<file path="config.mk">
export PLATFORM = sky130hd
export DESIGN_NAME = ftbu_update_seq
export DESIGN_NICKNAME = d
export VERILOG_FILES = /design/src/rtl/ftbu_pkg.sv /design/src/rtl/ftbu_seq_fsm.sv /design/src/rtl/ftbu_hold.sv /design/src/rtl/ftbu_wr_sel.sv /design/src/rtl/ftbu_update_seq.sv
export SDC_FILE = /design/constraint.sdc
export NUM_CORES = 1
export LEC_CHECK = 0
export BUFFER_PORTS_ARGS = -buffer_cell sky130_fd_sc_hd__buf_2
export CAP_MARGIN = 0
export CORE_UTILIZATION = 35
export DETAILED_ROUTE_END_ITERATION = 7
export GPL_TIMING_DRIVEN = 0
export HOLD_SLACK_MARGIN = 0.12
export PLACE_DENSITY = 0.65
export SLEW_MARGIN = 20
export SYNTH_ARGS = -nofsm -noshare
export SYNTH_HDL_FRONTEND = slang
export SYNTH_SLANG_ARGS = --single-unit
</file>
<file path="constraint.sdc">
create_clock -name clk -period 2.4 [get_ports clk]
set_input_delay 0.24 -clock clk [delete_from_list [all_inputs] [get_ports clk]]
set_output_delay 0.24 -clock clk [all_outputs]
set_load 0.01 [all_outputs]
</file>
<file path="src/rtl/ftbu_pkg.sv">
package ftbu_pkg;
  typedef enum logic [1:0] {
    SEQ_IDLE   = 2'd0,
    SEQ_PROBE  = 2'd1,
    SEQ_COMMIT = 2'd2
  } seq_state_e;
endpackage

</file>
<file path="src/rtl/ftbu_seq_fsm.sv">
// Tracks the three-cycle miss path: idle -> probe -> commit -> idle.
module ftbu_seq_fsm
  import ftbu_pkg::*;
(
  input  logic clk,
  input  logic rst_n,
  input  logic take_miss,
  output logic in_probe,
  output logic in_commit,
  output logic busy
);
  seq_state_e state_q, state_d;

  always_comb begin
    state_d = state_q;
    case (state_q)
      SEQ_IDLE:   if (take_miss) state_d = SEQ_PROBE;
      SEQ_PROBE:  state_d = SEQ_COMMIT;
      SEQ_COMMIT: state_d = SEQ_IDLE;
      default:    state_d = SEQ_IDLE;
    endcase
  end

  always_ff @(posedge clk or negedge rst_n) begin
    if (!rst_n) state_q <= SEQ_IDLE;
    else        state_q <= state_d;
  end

  assign in_probe  = (state_q == SEQ_PROBE);
  assign in_commit = (state_q == SEQ_COMMIT);
  assign busy      = in_probe | in_commit;
endmodule

</file>
<file path="src/rtl/ftbu_hold.sv">
// Holding registers: request fields captured on acceptance, probe result
// captured in the probe cycle.
module ftbu_hold #(
  parameter int PC_W    = 41,
  parameter int ENTRY_W = 48,
  parameter int WAY_W   = 2
) (
  input  logic               clk,
  input  logic               rst_n,
  input  logic               load_req,
  input  logic [PC_W-1:0]    req_pc,
  input  logic [ENTRY_W-1:0] req_entry,
  input  logic               load_rsp,
  input  logic               rsp_hit,
  input  logic [WAY_W-1:0]   rsp_way,
  output logic [PC_W-1:0]    held_pc,
  output logic [ENTRY_W-1:0] held_entry,
  output logic               held_hit,
  output logic [WAY_W-1:0]   held_way
);
  logic [PC_W-1:0]    pc_d;
  logic [ENTRY_W-1:0] entry_d;
  logic               hit_d;
  logic [WAY_W-1:0]   way_d;

  always_comb begin
    pc_d    = held_pc;
    entry_d = held_entry;
    hit_d   = held_hit;
    way_d   = held_way;
    if (load_req) begin
      pc_d    = req_pc;
      entry_d = req_entry;
    end
    if (load_rsp) begin
      hit_d = rsp_hit;
      way_d = rsp_way;
    end
  end

  always_ff @(posedge clk or negedge rst_n) begin
    if (!rst_n) begin
      held_pc    <= '0;
      held_entry <= '0;
      held_hit   <= 1'b0;
      held_way   <= '0;
    end else begin
      held_pc    <= pc_d;
      held_entry <= entry_d;
      held_hit   <= hit_d;
      held_way   <= way_d;
    end
  end
endmodule

</file>
<file path="src/rtl/ftbu_wr_sel.sv">
// Write-port mux: direct (meta hit) write or the held miss-path write.
module ftbu_wr_sel #(
  parameter int PC_W    = 41,
  parameter int ENTRY_W = 48,
  parameter int WAY_W   = 2
) (
  input  logic               direct_en,
  input  logic [PC_W-1:0]    direct_pc,
  input  logic [ENTRY_W-1:0] direct_entry,
  input  logic [WAY_W-1:0]   direct_way,
  input  logic               commit_en,
  input  logic [PC_W-1:0]    held_pc,
  input  logic [ENTRY_W-1:0] held_entry,
  input  logic               held_hit,
  input  logic [WAY_W-1:0]   held_way,
  output logic               wr_valid,
  output logic [PC_W-1:0]    wr_pc,
  output logic [ENTRY_W-1:0] wr_data,
  output logic [WAY_W-1:0]   wr_way,
  output logic               wr_alloc
);
  always_comb begin
    wr_valid = 1'b0;
    wr_pc    = '0;
    wr_data  = '0;
    wr_way   = '0;
    wr_alloc = 1'b0;
    if (commit_en) begin
      wr_valid = 1'b1;
      wr_pc    = held_pc;
      wr_data  = held_entry;
      wr_alloc = !held_hit;
      wr_way   = held_hit ? held_way : '0;
    end else if (direct_en) begin
      wr_valid = 1'b1;
      wr_pc    = direct_pc;
      wr_data  = direct_entry;
      wr_way   = direct_way;
    end
  end
endmodule

</file>
<file path="src/rtl/ftbu_update_seq.sv">
module ftbu_update_seq #(
  parameter int PC_W     = 41,
  parameter int ENTRY_W  = 48,
  parameter int NUM_WAYS = 4,
  localparam int WAY_W   = (NUM_WAYS > 1) ? $clog2(NUM_WAYS) : 1
) (
  input  logic               clk,
  input  logic               rst_n,
  input  logic               enable,
  input  logic               upd_valid,
  input  logic [PC_W-1:0]    upd_pc,
  input  logic               upd_entry_vld,
  input  logic [ENTRY_W-1:0] upd_entry,
  input  logic               upd_meta_hit,
  input  logic [WAY_W-1:0]   upd_meta_way,
  output logic               busy,
  output logic               rd_req_valid,
  output logic [PC_W-1:0]    rd_req_pc,
  output logic               bank_access,
  input  logic               rd_rsp_hit,
  input  logic [WAY_W-1:0]   rd_rsp_way,
  output logic               wr_valid,
  output logic [PC_W-1:0]    wr_pc,
  output logic [ENTRY_W-1:0] wr_data,
  output logic [WAY_W-1:0]   wr_way,
  output logic               wr_alloc
);
  logic               accept, take_hit, take_miss;
  logic               in_probe, in_commit;
  logic [PC_W-1:0]    held_pc;
  logic [ENTRY_W-1:0] held_entry;
  logic               held_hit;
  logic [WAY_W-1:0]   held_way;

  assign accept    = upd_valid & enable & upd_entry_vld & ~busy;
  assign take_hit  = accept &  upd_meta_hit;
  assign take_miss = accept & ~upd_meta_hit;

  assign rd_req_valid = take_miss;
  assign rd_req_pc    = upd_pc;
  assign bank_access  = take_miss;

  ftbu_seq_fsm u_fsm (
    .clk       (clk),
    .rst_n     (rst_n),
    .take_miss (take_miss),
    .in_probe  (in_probe),
    .in_commit (in_commit),
    .busy      (busy)
  );

  ftbu_hold #(.PC_W(PC_W), .ENTRY_W(ENTRY_W), .WAY_W(WAY_W)) u_hold (
    .clk        (clk),
    .rst_n      (rst_n),
    .load_req   (take_miss),
    .req_pc     (upd_pc),
    .req_entry  (upd_entry),
    .load_rsp   (in_probe),
    .rsp_hit    (rd_rsp_hit),
    .rsp_way    (rd_rsp_way),
    .held_pc    (held_pc),
    .held_entry (held_entry),
    .held_hit   (held_hit),
    .held_way   (held_way)
  );

  ftbu_wr_sel #(.PC_W(PC_W), .ENTRY_W(ENTRY_W), .WAY_W(WAY_W)) u_wr (
    .direct_en    (take_hit),
    .direct_pc    (upd_pc),
    .direct_entry (upd_entry),
    .direct_way   (upd_meta_way),
    .commit_en    (in_commit),
    .held_pc      (held_pc),
    .held_entry   (held_entry),
    .held_hit     (held_hit),
    .held_way     (held_way),
    .wr_valid     (wr_valid),
    .wr_pc        (wr_pc),
    .wr_data      (wr_data),
    .wr_way       (wr_way),
    .wr_alloc     (wr_alloc)
  );
endmodule

</file>
==> run metrics <==
status=finished, final reports clean; TNS Setup=0 ns; total number of vias=roughly 3,900; Avg Inst Size Synth=13.2 µm²; Slew HR=just under 70%; worst-path maximum fanout=10; Leak=between 0.003 and 0.004 µW; Finished Layout Cells=809; vias per cell=around 5; Post-synth ARST share=between 90% and 100%; clock root buffer=clkbuf_16; R2R cell count=7; initial antenna violation count=0; Sequential Power Share=around 40%; Hold Path End=u_hold.held_entry[31]$_DFFE_PN0P_; hold path depth=2; Clock Pin Slew Worst Setup and Hold Paths=~0.060 ns; Placed Cells=between 700 and 800; Area growth, synth to finish=41.6%; CP Class=flip-flop to output port; Hold Path Class=primary input to flip-flop; first-pass GRT wire length=a little under 20,000 µm; synth cell count leaders=dfrtp_1, a22o_1, mux2_2; number of synthesis warnings=0; Starting Density=36.1%; most common cell in the synthesized netlist=dfrtp_1; endpoints failing setup=0; die height=119 µm; WL final=12,200 µm; Synth area leaders=dfrtp_1, mux2_2, a22o_1, buf_4, mux2_1; Placer Congestion=between 0.7 and 0.8; post-layout min period=about 2.3 ns; R2R Path Start=u_fsm.state_q[0]$_DFFE_PN0P_; crit path launch type=flip-flop; RSZ-0062 raised after global routing=true; Crit. Startpoint=u_fsm.state_q[0]$_DFFE_PN0P_; CTS H-tree lvls=3; P per Cell Area=about 1000 nW/µm²; vias in the first global route=between 3,000 and 4,000; detailed placement HPWL=~9000 µm; Die X=~120 µm; dominant synthesized flop cell=dfrtp_1; synth unique cells=18; CP required=between 2 and 2.5 ns; worst slew pin tran=0.462 ns; antenna-violating nets left=0; Logic pwr share=41.0%; Slew Viols, Final=0; WL per Instance=~15 µm; number of diodes=0; number of flops mapped to enable cells by yosys=0; post-synthesis sequential area ratio=between 40% and 50%; area leader, netlist=dfrtp_1; global-route usage over all layers=between 10% and 20%; die area=between 10,000 and 15,000 µm²; CP Capture Type=output port; share of the synthesized area in the top cell type=between 40 and 50%; maximum VDD drop=0.000448 V; clk_skew=around 0.0066 ns; num rows=42; Crit Reg-Reg Endpoint=u_hold.held_entry[9]$_DFFE_PN0P_; sw frac=between 30% and 40%; Mapped Cells=about 360; IO buf count=between 200 and 250; FMAX=approximately 440 MHz; Post-Synthesis Cell Area=around 4800 µm²; worst reg2reg setup slack=between 0.4 and 0.5 ns; nets@finish=734; share of post-route cells with drive strength above 1=approximately 66%; clk buf depth=2; synthesized flop and latch total=94; final hold vios=0; Final Core Density=51.1%; Congestion Overflow GR=0; largest net degree at the start of global routing=a little under 60; Hold Startpoint=upd_entry[31]; Clock power frac=18.6%; Ports=237; pre-CTS WS=-0.314 ns; Starting DRT DRC Count=roughly 110; Num CTS Buffers=9; Max-Cap Viols=0; final setup margin=slightly above 0.1 ns; Num Clock Sinks=94; Clock Latency Late Sink=roughly 0.34 ns; CTS tree=done; Hold WS=roughly 0.13 ns; period utilisation layout=between 90% and 100%; post-synthesis net count=about 470; core area=about 13,000 µm²; internal power=approximately 4600 µW; remaining routing DRC violations=0; P_sw=about 2200 µW; DR pass1 iterations=4; arrival time worst endpoint=approximately 2.1 ns
-- metrics by stage --
step                cell area, µm²  total power, µW
finish                        6800             6840
global route                  6800             7290
CTS                           6700             6850
detailed placement            6230             5470
global placement              6200             5350
floorplan                     4800             4480
-- worst max-delay path by stage --
stage,to
detailed placement,wr_pc[40]
finish,wr_data[41]
global route,wr_data[19]
CTS,wr_data[30]
global placement,wr_pc[40]
floorplan,wr_way[0]
-- cells by family after synthesis --
group	count (synthesis)	share of synthesized area, %
AO/OA/AOI/OAI	93	16.9
multiplexers	94	22.1
flip-flops	94	49.0
buffers and inverters	73	9.93
AND/OR/NAND/NOR	4	0.782
adder cells (fa/ha/maj)	5	1.30
-- what timing repair did --
item,in CTS,in global routing
gates cloned,0,1
setup buffers,5,5
resized for setup,32,8
hold endpoints to repair,42,0
endpoints found under the setup margin,95,93
hold buffers,7,0
pin swaps,2,3
-- worst max-delay path: stages, from the launching register on --
cell and delay (ns):
dfrtp_1 0.39, inv_2 0.10, ha_4 0.21, nand4b_4 0.20, nor3_4 0.21, buf_12 0.19
buf_8 0.14, a22o_1 0.14, buf_2 0.13
-- area by class of cell --
type                            count  area, µm²
Multi-Input combinational cell    196       2000
Fill cell                        1227       6500
Inverter                            3       11.3
Clock buffer                       13        240
Buffer                             70        551
Clock inverter                      2       10.0
Sequential cell                    94       2350
Timing Repair Buffer              255       1410
Tap cell                          176        220
-- power by group through the flow --
stage	Clock, µW	Combinational, µW	Sequential (µW)
after floorplan	0	1800	2680
after global placement	0	2600	2750
after detailed placement	0	2670	2810
after CTS	1310	2770	2770
after global routing	1360	3050	2880
final	1270	2800	2770
-- state kept, by name, indices dropped and copies added, names as in the netlist --
name and count:
u_hold.held_entry 48, u_hold.held_pc 41, u_fsm.state_q 2, u_hold.held_way 2, u_hold.held_hit 1
-- routing by layer --
metal | vias up | track usage [%] | part of all wire, %
met3 | 20 | 4.74 | 7.0
li1 | 1855 | - | -
met2 | 139 | 28.3 | 49
met1 | 1926 | 21.3 | 42
met4 | 0 | 7.67 | 2.0
met5 | - | 0 | 0
-- layout by cell type (no fill, tap or decap), types with 2 or more instances in the layout --
cell type and instances:
ha_1 4, clkinv_2 2, inv_2 3, buf_8 5, clkbuf_2 6, buf_4 59
a22o_1 89, dlygate4sd3_1 7, mux2_2 85, clkbuf_16 10, a32o_1 2, dfrtp_1 94
buf_2 236, buf_6 7, clkbuf_1 6, mux2_1 9
No activity file was read; power rests on OpenSTA's default activity.
